--- src/rtl/kmu_pkg.sv ---
package kmu_pkg;
  localparam int WORD_W    = 32;
  localparam int KEY_WORDS = 8;
  localparam int KEY_BITS  = KEY_WORDS * WORD_W;
  localparam int IDX_W     = $clog2(KEY_WORDS);
  localparam int CFG_W     = 4;
  localparam int CFG_INCR  = 2;
  localparam int CFG_MASK  = 3;

  typedef enum logic [2:0] {
    OP_WRITE_KEY = 3'd0,
    OP_READ_KEY  = 3'd1,
    OP_SET_ADDR  = 3'd2,
    OP_SET_CFG   = 3'd3,
    OP_LOCK      = 3'd4,
    OP_EXPORT    = 3'd5,
    OP_INVAL     = 3'd6,
    OP_RSVD      = 3'd7
  } kmu_op_e;

  typedef enum logic [1:0] {
    SL_OPEN    = 2'd0,
    SL_LOCKED  = 2'd1,
    SL_WAIT_HW = 2'd2,
    SL_DEAD    = 2'd3
  } slot_state_e;

  function automatic logic [3:0] words_for(input logic [1:0] size_code);
    case (size_code)
      2'd0:    return 4'd4;
      2'd1:    return 4'd6;
      default: return 4'd8;
    endcase
  endfunction
endpackage

--- src/rtl/kmu_key_slot.sv ---
module kmu_key_slot
  import kmu_pkg::*;
#(
  parameter bit              IS_HW    = 1'b0,
  parameter int              ADDR_W   = 32,
  parameter logic [ADDR_W-1:0] DEF_ADDR = '0,
  parameter logic [CFG_W-1:0]  DEF_CFG  = '0
) (
  input  logic                             clk,
  input  logic                             rst_n,
  input  logic                             hw_load,
  input  logic [KEY_BITS-1:0]              hw_key,
  input  logic                             op_en,
  input  kmu_op_e                          op,
  input  logic [IDX_W-1:0]                 idx,
  input  logic [WORD_W-1:0]                wdata,
  input  logic                             exporting,
  output logic                             refuse_o,
  output logic [KEY_WORDS-1:0][WORD_W-1:0] key_o,
  output logic [ADDR_W-1:0]                addr_o,
  output logic [CFG_W-1:0]                 cfg_o
);
  localparam slot_state_e RESET_ST = IS_HW ? SL_WAIT_HW : SL_OPEN;
  localparam slot_state_e INVAL_ST = IS_HW ? SL_DEAD : SL_OPEN;

  slot_state_e                     st_q, st_n;
  logic [KEY_WORDS-1:0][WORD_W-1:0] key_q, key_n;
  logic [KEY_WORDS-1:0]            wr_q, wr_n;
  logic [ADDR_W-1:0]               addr_q, addr_n;
  logic [CFG_W-1:0]                cfg_q, cfg_n;
  logic                            aset_q, aset_n, cset_q, cset_n;
  logic                            refuse;
  logic                            upd_en;

  assign upd_en = hw_load | op_en;

  always_comb begin
    st_n   = st_q;
    key_n  = key_q;
    wr_n   = wr_q;
    addr_n = addr_q;
    cfg_n  = cfg_q;
    aset_n = aset_q;
    cset_n = cset_q;
    refuse = 1'b0;
    if (hw_load && st_q == SL_WAIT_HW) begin
      key_n  = hw_key;
      wr_n   = '1;
      addr_n = DEF_ADDR;
      cfg_n  = DEF_CFG;
      aset_n = 1'b1;
      cset_n = 1'b1;
      st_n   = SL_LOCKED;
    end
    if (op_en) begin
      case (op)
        OP_WRITE_KEY: begin
          if (st_q == SL_OPEN && !wr_q[idx]) begin
            key_n[idx] = wdata;
            wr_n[idx]  = 1'b1;
          end else refuse = 1'b1;
        end
        OP_READ_KEY: refuse = (st_q != SL_OPEN);
        OP_SET_ADDR: begin
          if (st_q == SL_OPEN && !aset_q) begin
            addr_n = ADDR_W'(wdata);
            aset_n = 1'b1;
          end else refuse = 1'b1;
        end
        OP_SET_CFG: begin
          if (st_q == SL_OPEN && !cset_q && wdata[1:0] != 2'd3) begin
            cfg_n  = wdata[CFG_W-1:0];
            cset_n = 1'b1;
          end else refuse = 1'b1;
        end
        OP_LOCK: begin
          if (st_q == SL_OPEN && aset_q && cset_q) st_n = SL_LOCKED;
          else refuse = 1'b1;
        end
        OP_EXPORT: refuse = (st_q != SL_LOCKED);
        OP_INVAL: begin
          if (exporting) refuse = 1'b1;
          else begin
            key_n  = '0;
            wr_n   = '0;
            addr_n = '0;
            cfg_n  = '0;
            aset_n = 1'b0;
            cset_n = 1'b0;
            st_n   = INVAL_ST;
          end
        end
        default: refuse = 1'b1;
      endcase
    end
  end

  always_ff @(posedge clk or negedge rst_n) begin
    if (!rst_n) begin
      st_q   <= RESET_ST;
      key_q  <= '0;
      wr_q   <= '0;
      addr_q <= '0;
      cfg_q  <= '0;
      aset_q <= 1'b0;
      cset_q <= 1'b0;
    end else if (upd_en) begin
      st_q   <= st_n;
      key_q  <= key_n;
      wr_q   <= wr_n;
      addr_q <= addr_n;
      cfg_q  <= cfg_n;
      aset_q <= aset_n;
      cset_q <= cset_n;
    end
  end

  assign refuse_o = refuse;
  assign key_o    = key_q;
  assign addr_o   = addr_q;
  assign cfg_o    = cfg_q;

  // key material of a locked slot only changes through invalidation
  a_r4_locked_key_stable: assert property (@(posedge clk) disable iff (!rst_n)
    (st_q == SL_LOCKED && !(op_en && op == OP_INVAL)) |=> (key_q == $past(key_q)));

  // a repeated write to a filled word leaves the key untouched
  a_r2_word_write_once: assert property (@(posedge clk) disable iff (!rst_n)
    (st_q == SL_OPEN && op_en && op == OP_WRITE_KEY && wr_q[idx]) |=> (key_q == $past(key_q)));

  // an open slot with a missing field stays open after a lock attempt
  a_r3_lock_needs_fields: assert property (@(posedge clk) disable iff (!rst_n)
    (st_q == SL_OPEN && op_en && op == OP_LOCK && !(aset_q && cset_q)) |=> (st_q == SL_OPEN));

  // an invalidated hardware slot never comes back before reset
  a_r9_dead_is_final: assert property (@(posedge clk) disable iff (!rst_n)
    (st_q == SL_DEAD) |=> (st_q == SL_DEAD));
endmodule

--- src/rtl/kmu_export_seq.sv ---
module kmu_export_seq
  import kmu_pkg::*;
#(
  parameter int ADDR_W = 32
) (
  input  logic              clk,
  input  logic              rst_n,
  input  logic              start,
  input  logic [ADDR_W-1:0] base_addr,
  input  logic [CFG_W-1:0]  cfg,
  input  logic [WORD_W-1:0] key_word,
  input  logic [WORD_W-1:0] rnd_word,
  input  logic              bus_ready,
  output logic              bus_valid,
  output logic [ADDR_W-1:0] bus_addr,
  output logic [WORD_W-1:0] bus_data,
  output logic [IDX_W-1:0]  word_idx,
  output logic              busy,
  output logic              done
);
  logic              busy_q, busy_n;
  logic [IDX_W-1:0]  idx_q, idx_n, last_q, last_n;
  logic              phase_q, phase_n;
  logic [WORD_W-1:0] mask_q, mask_n;
  logic [ADDR_W-1:0] base_q, base_n;
  logic              incr_q, incr_n, masked_q, masked_n;
  logic              done_q, done_n;
  logic              fire, word_end, seq_en;

  assign fire     = busy_q & bus_ready;
  assign word_end = fire & (!masked_q | phase_q);
  assign seq_en   = start | fire | done_q;

  always_comb begin
    busy_n   = busy_q;
    idx_n    = idx_q;
    last_n   = last_q;
    phase_n  = phase_q;
    mask_n   = mask_q;
    base_n   = base_q;
    incr_n   = incr_q;
    masked_n = masked_q;
    done_n   = 1'b0;
    if (!busy_q && start) begin
      busy_n   = 1'b1;
      idx_n    = '0;
      phase_n  = 1'b0;
      mask_n   = rnd_word;
      base_n   = base_addr;
      incr_n   = cfg[CFG_INCR];
      masked_n = cfg[CFG_MASK];
      last_n   = IDX_W'(words_for(cfg[1:0]) - 4'd1);
    end else if (fire) begin
      if (!word_end) begin
        phase_n = 1'b1;
      end else if (idx_q == last_q) begin
        busy_n = 1'b0;
        done_n = 1'b1;
      end else begin
        idx_n   = idx_q + 1'b1;
        phase_n = 1'b0;
        mask_n  = rnd_word;
      end
    end
  end

  always_ff @(posedge clk or negedge rst_n) begin
    if (!rst_n) begin
      busy_q   <= 1'b0;
      idx_q    <= '0;
      last_q   <= '0;
      phase_q  <= 1'b0;
      mask_q   <= '0;
      base_q   <= '0;
      incr_q   <= 1'b0;
      masked_q <= 1'b0;
      done_q   <= 1'b0;
    end else if (seq_en) begin
      busy_q   <= busy_n;
      idx_q    <= idx_n;
      last_q   <= last_n;
      phase_q  <= phase_n;
      mask_q   <= mask_n;
      base_q   <= base_n;
      incr_q   <= incr_n;
      masked_q <= masked_n;
      done_q   <= done_n;
    end
  end

  assign bus_valid = busy_q;
  assign bus_addr  = incr_q ? (base_q + (ADDR_W'(idx_q) << 2)) : base_q;
  assign bus_data  = !masked_q ? key_word : (phase_q ? mask_q : (key_word ^ mask_q));
  assign word_idx  = idx_q;
  assign busy      = busy_q;
  assign done      = done_q;

  // a stalled beat keeps its address and data
  a_r6_stall_holds: assert property (@(posedge clk) disable iff (!rst_n)
    (bus_valid && !bus_ready) |=> (bus_valid && $stable(bus_addr) && $stable(bus_data)));

  // the word index never passes the last word of the chosen size
  a_r5_index_in_range: assert property (@(posedge clk) disable iff (!rst_n)
    busy_q |-> (idx_q <= last_q));

  // completion follows an accepted beat and lasts one cycle
  a_r10_done_after_beat: assert property (@(posedge clk) disable iff (!rst_n)
    done_q |-> ($past(bus_valid && bus_ready) && !busy_q));

  // a mask beat only appears in masked mode
  a_r7_mask_phase: assert property (@(posedge clk) disable iff (!rst_n)
    (busy_q && phase_q) |-> masked_q);
endmodule

--- src/rtl/kmu_keyslot_unit.sv ---
module kmu_keyslot_unit
  import kmu_pkg::*;
#(
  parameter int                NUM_SLOTS    = 4,
  parameter int                NUM_HW       = 1,
  parameter int                ADDR_W       = 32,
  parameter logic [ADDR_W-1:0] HW_ADDR_BASE = 32'h4000_0000,
  parameter logic [ADDR_W-1:0] HW_ADDR_STEP = 32'h0000_0100,
  parameter logic [3:0]        HW_CFG       = 4'b0110,
  localparam int               SLOT_W       = (NUM_SLOTS > 1) ? $clog2(NUM_SLOTS) : 1
) (
  input  logic                       clk,
  input  logic                       rst_n,
  input  logic                       cmd_valid,
  input  logic [2:0]                 cmd_op,
  input  logic [SLOT_W-1:0]          cmd_slot,
  input  logic [2:0]                 cmd_idx,
  input  logic [31:0]                cmd_data,
  input  logic                       err_clr,
  output logic [31:0]                rd_data,
  output logic                       err_flag,
  input  logic                       hw_load,
  input  logic [NUM_HW*KEY_BITS-1:0] hw_key,
  input  logic [31:0]                rnd_word,
  output logic                       exp_valid,
  input  logic                       exp_ready,
  output logic [ADDR_W-1:0]          exp_addr,
  output logic [31:0]                exp_data,
  output logic                       exp_busy,
  output logic                       exp_done
);
  kmu_op_e                          op;
  logic [KEY_WORDS-1:0][WORD_W-1:0] key_all  [NUM_SLOTS];
  logic [ADDR_W-1:0]                addr_all [NUM_SLOTS];
  logic [CFG_W-1:0]                 cfg_all  [NUM_SLOTS];
  logic [NUM_SLOTS-1:0]             slot_hit, refuse_v;
  logic                             slot_ok, refuse_any, cmd_refused, start;
  logic                             eng_busy;
  logic [IDX_W-1:0]                 eng_idx;
  logic [SLOT_W-1:0]                sel_q;
  logic [WORD_W-1:0]                rd_word, eng_word;
  logic [ADDR_W-1:0]                sel_addr;
  logic [CFG_W-1:0]                 sel_cfg;
  logic [31:0]                      rd_q, rd_n;
  logic                             rd_en;
  logic                             err_q, err_n;

  assign op      = kmu_op_e'(cmd_op);
  assign slot_ok = ({1'b0, cmd_slot} < (SLOT_W+1)'(NUM_SLOTS));

  for (genvar s = 0; s < NUM_SLOTS; s++) begin : g_slot
    localparam bit IS_HW = (s < NUM_HW);
    logic [KEY_BITS-1:0] hw_key_s;
    logic                hw_load_s;
    logic                exporting_s;
    if (IS_HW) begin : g_hw
      assign hw_key_s  = hw_key[s*KEY_BITS +: KEY_BITS];
      assign hw_load_s = hw_load;
    end else begin : g_sw
      assign hw_key_s  = '0;
      assign hw_load_s = 1'b0;
    end
    assign slot_hit[s]  = cmd_valid && slot_ok && (cmd_slot == SLOT_W'(s));
    assign exporting_s  = eng_busy && (sel_q == SLOT_W'(s));

    kmu_key_slot #(
      .IS_HW   (IS_HW),
      .ADDR_W  (ADDR_W),
      .DEF_ADDR(HW_ADDR_BASE + ADDR_W'(s) * HW_ADDR_STEP),
      .DEF_CFG (HW_CFG)
    ) u_slot (
      .clk      (clk),
      .rst_n    (rst_n),
      .hw_load  (hw_load_s),
      .hw_key   (hw_key_s),
      .op_en    (slot_hit[s]),
      .op       (op),
      .idx      (cmd_idx),
      .wdata    (cmd_data),
      .exporting(exporting_s),
      .refuse_o (refuse_v[s]),
      .key_o    (key_all[s]),
      .addr_o   (addr_all[s]),
      .cfg_o    (cfg_all[s])
    );
  end

  always_comb begin
    rd_word  = '0;
    eng_word = '0;
    sel_addr = '0;
    sel_cfg  = '0;
    for (int s = 0; s < NUM_SLOTS; s++) begin
      if (slot_hit[s]) begin
        rd_word  = key_all[s][cmd_idx];
        sel_addr = addr_all[s];
        sel_cfg  = cfg_all[s];
      end
      if (sel_q == SLOT_W'(s)) eng_word = key_all[s][eng_idx];
    end
  end

  assign refuse_any  = |(slot_hit & refuse_v);
  assign cmd_refused = cmd_valid && (!slot_ok || refuse_any || (op == OP_EXPORT && eng_busy));
  assign start       = cmd_valid && slot_ok && op == OP_EXPORT && !refuse_any && !eng_busy;
  assign rd_en       = cmd_valid && op == OP_READ_KEY;
  assign rd_n        = cmd_refused ? 32'h0 : rd_word;
  assign err_n       = (err_q && !err_clr) || cmd_refused;

  always_ff @(posedge clk or negedge rst_n) begin
    if (!rst_n) sel_q <= '0;
    else if (start) sel_q <= cmd_slot;
  end

  always_ff @(posedge clk or negedge rst_n) begin
    if (!rst_n) rd_q <= '0;
    else if (rd_en) rd_q <= rd_n;
  end

  always_ff @(posedge clk or negedge rst_n) begin
    if (!rst_n) err_q <= 1'b0;
    else err_q <= err_n;
  end

  kmu_export_seq #(.ADDR_W(ADDR_W)) u_export (
    .clk      (clk),
    .rst_n    (rst_n),
    .start    (start),
    .base_addr(sel_addr),
    .cfg      (sel_cfg),
    .key_word (eng_word),
    .rnd_word (rnd_word),
    .bus_ready(exp_ready),
    .bus_valid(exp_valid),
    .bus_addr (exp_addr),
    .bus_data (exp_data),
    .word_idx (eng_idx),
    .busy     (eng_busy),
    .done     (exp_done)
  );

  assign rd_data  = rd_q;
  assign err_flag = err_q;
  assign exp_busy = eng_busy;

  // a refused command always leaves the error flag raised
  a_r10_refusal_flags: assert property (@(posedge clk) disable iff (!rst_n)
    cmd_refused |=> err_flag);

  // a second export cannot start while one is running
  a_r5_no_restart: assert property (@(posedge clk) disable iff (!rst_n)
    (exp_busy && cmd_valid && op == OP_EXPORT) |=> (err_flag && $stable(sel_q)));
endmodule

--- config.mk ---
export PLATFORM = sky130hd
export DESIGN_NAME = kmu_keyslot_unit
export DESIGN_NICKNAME = d
export VERILOG_FILES = /design/src/rtl/kmu_pkg.sv /design/src/rtl/kmu_key_slot.sv /design/src/rtl/kmu_export_seq.sv /design/src/rtl/kmu_keyslot_unit.sv
export SDC_FILE = /design/constraint.sdc
export NUM_CORES = 2
export LEC_CHECK = 0
export BUFFER_PORTS_ARGS = -buffer_cell sky130_fd_sc_hd__buf_4
export CORE_AREA = 3 3 485 487
export CTS_CLUSTER_DIAMETER = 50
export CTS_CLUSTER_SIZE = 10
export DETAILED_ROUTE_END_ITERATION = 6
export DIE_AREA = 0 0 488 490
export PLACE_DENSITY = 0.54
export RECOVER_POWER = 100
export REMOVE_ABC_BUFFERS = 1
export SETUP_SLACK_MARGIN = 0.3
export SYNTH_ARGS = -nofsm -noshare
export SYNTH_HDL_FRONTEND = slang
export SYNTH_SLANG_ARGS = --single-unit
--- constraint.sdc ---
create_clock -name clk -period 8.7 [get_ports clk]
set_input_delay 1.305 -clock clk [delete_from_list [all_inputs] [get_ports clk]]
set_output_delay 1.305 -clock clk [all_outputs]
set_load 0.02 [all_outputs]
==> impl_results.md <==
* Failing checks: DRC, capacitance limit, slew limit
* Max frequency at ~130 MHz
* Synthesized area at 69,100 sq um
* Clock buffer depth at 3
* Final hold vios at 0
* CTS Buf Count at 179
* #FFs+latches synth at between 1,000 and 1,500
* RePlAce Congestion at around 0.96
* Reg clk slew, reported paths at ~60 ps
* Highest ir drop seen on vdd at 217 uV
* Post-synth EDFFs at 0
* Post-layout util at 0.348
* Switch Pwr at just under 0.009 W
* Post-CTS Resized at 0
* CP Launch Type: input port
* Sequential Area at ~33,000 sq um
* Synth cell types at a little under 90
* Count leader, synth: nand2_1
* Max incr delay on CP at 1750 ps
* HPWL Detailed at 226,000 um
* Total clock sinks at 1,323
* Area of the multi-input gates at ~33,000 sq um
* Average size of a mapped cell at a little over 10 sq um
* Relative slew slack at -2.01
* Drt pass-1 iters at 7
* Fraction of registers with async set/reset at 1.00
* Vias per inst at approximately 6.3
* Clock skew at 113 ps
* Status: finished, violations left
* DRT Wirelength at 355,000 um
* CTS H-tree depth at 4
* Vias in the first global route at about 61,000
* Power Density at approximately 280 nW/um^2
* GR Overflow Total at 0
* Starting density of the core at 0.298
* DR vias at roughly 64,000
* Share of cells above drive strength 1 at 0.195
* Worst-Margin Slew at about 4500 ps
* Critical path type: input port to flop
* # setup viols final at 0
* Cell Chain, Critical Path: clkbuf_1 > clkbuf_1 > nor2_1 > nand2_1 > a21oi_1 > clkbuf_1 > nand2_1 > clkbuf_1 > o21ai_0
* Largest net degree at the start of global routing at 230
* Area contributors post-synth: dfrtp_1 48%, mux4_2 12%, nand2_1 8.5%, o21ai_0 4.7%, o2bb2ai_1 3.2%
* Final hold slack at between 400 and 500 ps
* Sequential Power Share at 0.366
* Buffer count from post-CTS setup fixing at 0
* Row Count at 177
* Finished Cell Area at 80,700 sq um
* Max cap viols at 54
* # nets final at about 7,200
* DIE HEIGHT at just under 500 um
* Die width at about 490 um
* Die area at 239,000 sq um
* Core ar. at roughly 230,000 sq um
* Sw Share at 0.379
* Final Critical Period at roughly 8000 ps
* Root buf cell: clkbuf_16
* Skew-Pair Late Insertion Delay at 870 ps
* Biggest area consumer among synthesized cells: dfrtp_1
* Post-synthesis sequential area ratio at 0.479
* R2r setup slk at 2470 ps
* Family with the most delay on the worst path: buffers and inverters
* Leakage at approximately 35 nW
* Post-CTS Hold Fix Bufs at 0
* Share of the synthesized area in the top cell type at 0.479
* Period utilization at 0.916
* Fillers at about 23,000
* Primary FF master, synth: dfrtp_1
* Worst path most repeated cell: clkbuf_1
* Area Growth Syn to Fin at 16.8%
* Drt wl/cell at about 35 um
* Worst Path Arrival at 8690 ps
* Power share of the combinational group at 0.309
* Final Max Tran Viols at ~1,700
* Synth warn at 0
* First-pass GRT wire length at 492,000 um
* Pint at 0.0143 W
* Buf/Inv on CP at 4
* Total GRT Usage at 0.287
* Post-synth top cells: 1,572 x nand2_1, 1,322 x dfrtp_1, 648 x o21ai_0, 440 x clkbuf_1, 361 x mux4_2
* Crit-path max FO at 22
* Critical Path RT at 9420 ps
* Placed inst area at around 75,000 sq um
* Clk pwr share at 0.326
* RSZ-0062 raised after global routing: false
* # IOs at roughly 430
* Worst hold path class: flop to flop
* CTS tree: done
* CP max stage cell: nor2_1
* Antenna-violating nets left at 0
* Antenna violations before repair at 40
* Synth Instances at between 6,000 and 7,000
* DRC at 1
* DR iter-0 viols at 8,807
* I/O Buffers at approximately 430
* CP Capture Type: flop
* Setup TNS at 0 ps
[cell type report]
type	count	share of cell area
multi-input combinational	4697	0.411
clock buffer	225	0.0605
antenna	18	0.000558
tap	3043	0.0472
clock inverter	65	0.0131
timing repair buffer	655	0.0561
inverter	22	0.00104
sequential	1323	0.410
[routing by layer]
layer | global-route usage | up-vias | part of all wire
li1 | - | 25000 | -
met4 | 0.178 | 44 | 0.075
met1 | 0.362 | 32000 | 0.36
met2 | 0.397 | 5181 | 0.40
met5 | 0 | - | 0.00074
met3 | 0.131 | 1304 | 0.16
[final timing paths]
path / depth (start not counted) / from / endpoint
min in group asynchronous: 1 / rst_n / g_slot[0].u_slot.key_o[183]
worst max register to register: 10 / sel_q[1] / g_slot[1].u_slot.key_o[42]
max in group asynchronous: 3 / rst_n / rd_data[31]
worst max-delay path: 9 / cmd_slot[0] / g_slot[2].u_slot.key_o[32]
worst min-delay path: 2 / g_slot[2].u_slot.addr_o[7] / g_slot[2].u_slot.addr_o[7]
worst min register to register: 2 / g_slot[2].u_slot.addr_o[7] / g_slot[2].u_slot.addr_o[7]
[cell families (layout without fill, tap and decap cells)]
kind of cell,Yosys count,count (layout),synth area share
AOI/OAI and AO/OA,2021,2021,0.193
xor gates and xnor gates,34,34,0.00431
adders and majority gates,5,5,0.00101
buffers and inverters,695,967,0.0430
DFF,1323,1323,0.479
muxes,683,683,0.167
other,0,18,0
and+or+nand+nor,1954,1954,0.113
[registers in the layout, summed over array words and instances, names as in the netlist, 2 cells and up]
| name | cells |
|---|---|
| g_slot.u_slot.addr_o | 128 |
| g_slot.u_slot.aset_q | 4 |
| g_slot.u_slot.cfg_o | 16 |
| g_slot.u_slot.cset_q | 4 |
| g_slot.u_slot.key_o | 1024 |
| g_slot.u_slot.st_q | 5 |
| g_slot.u_slot.wr_q | 32 |
| rd_data | 32 |
| sel_q | 2 |
| u_export.base_q | 32 |
| u_export.last_q | 3 |
| u_export.mask_q | 32 |
| u_export.word_idx | 3 |
[stage by stage]
stage                     instances  power [W]  setup WS (ps)
after global routing          10000     0.0237           1040
final                         10000     0.0229            731
after CTS                     10000     0.0230           2360
after global placement         9739     0.0154           3030
after detailed placement       9739     0.0155           2960
after floorplan                6042     0.0124          -4560
[power by group through the flow]
stage / sequential [W] / combinational, W / clock, W
2_1_floorplan: 0.00846 / 0.00391 / 0
3_3_place_gp: 0.00840 / 0.00698 / 0
3_5_place_dp: 0.00843 / 0.00706 / 0
4_1_cts: 0.00835 / 0.00709 / 0.00752
5_1_grt: 0.00851 / 0.00743 / 0.00778
6_report: 0.00839 / 0.00708 / 0.00747
[worst min-delay path: cells and delay by family (launching register included)]
family           cells  cell delay [ps]
AO/OA/AOI/OAI        1               60
flip-flops           1              330
AND/OR/NAND/NOR      1               50
[placed cells by master, fill, tap and decap left out, drive strengths merged, types with 56 or more instances in the layout]
| master | instances |
|---|---|
| a21oi | 193 |
| a22o | 56 |
| a22oi | 271 |
| buf | 504 |
| clkbuf | 376 |
| dfrtp | 1322 |
| mux2 | 150 |
| mux2i | 172 |
| mux4 | 361 |
| nand2 | 1573 |
| nor2 | 193 |
| o21ai | 781 |
| o221ai | 57 |
| o22ai | 143 |
| o2bb2ai | 249 |
| o31ai | 58 |
(Power assumes the default switching activity.)
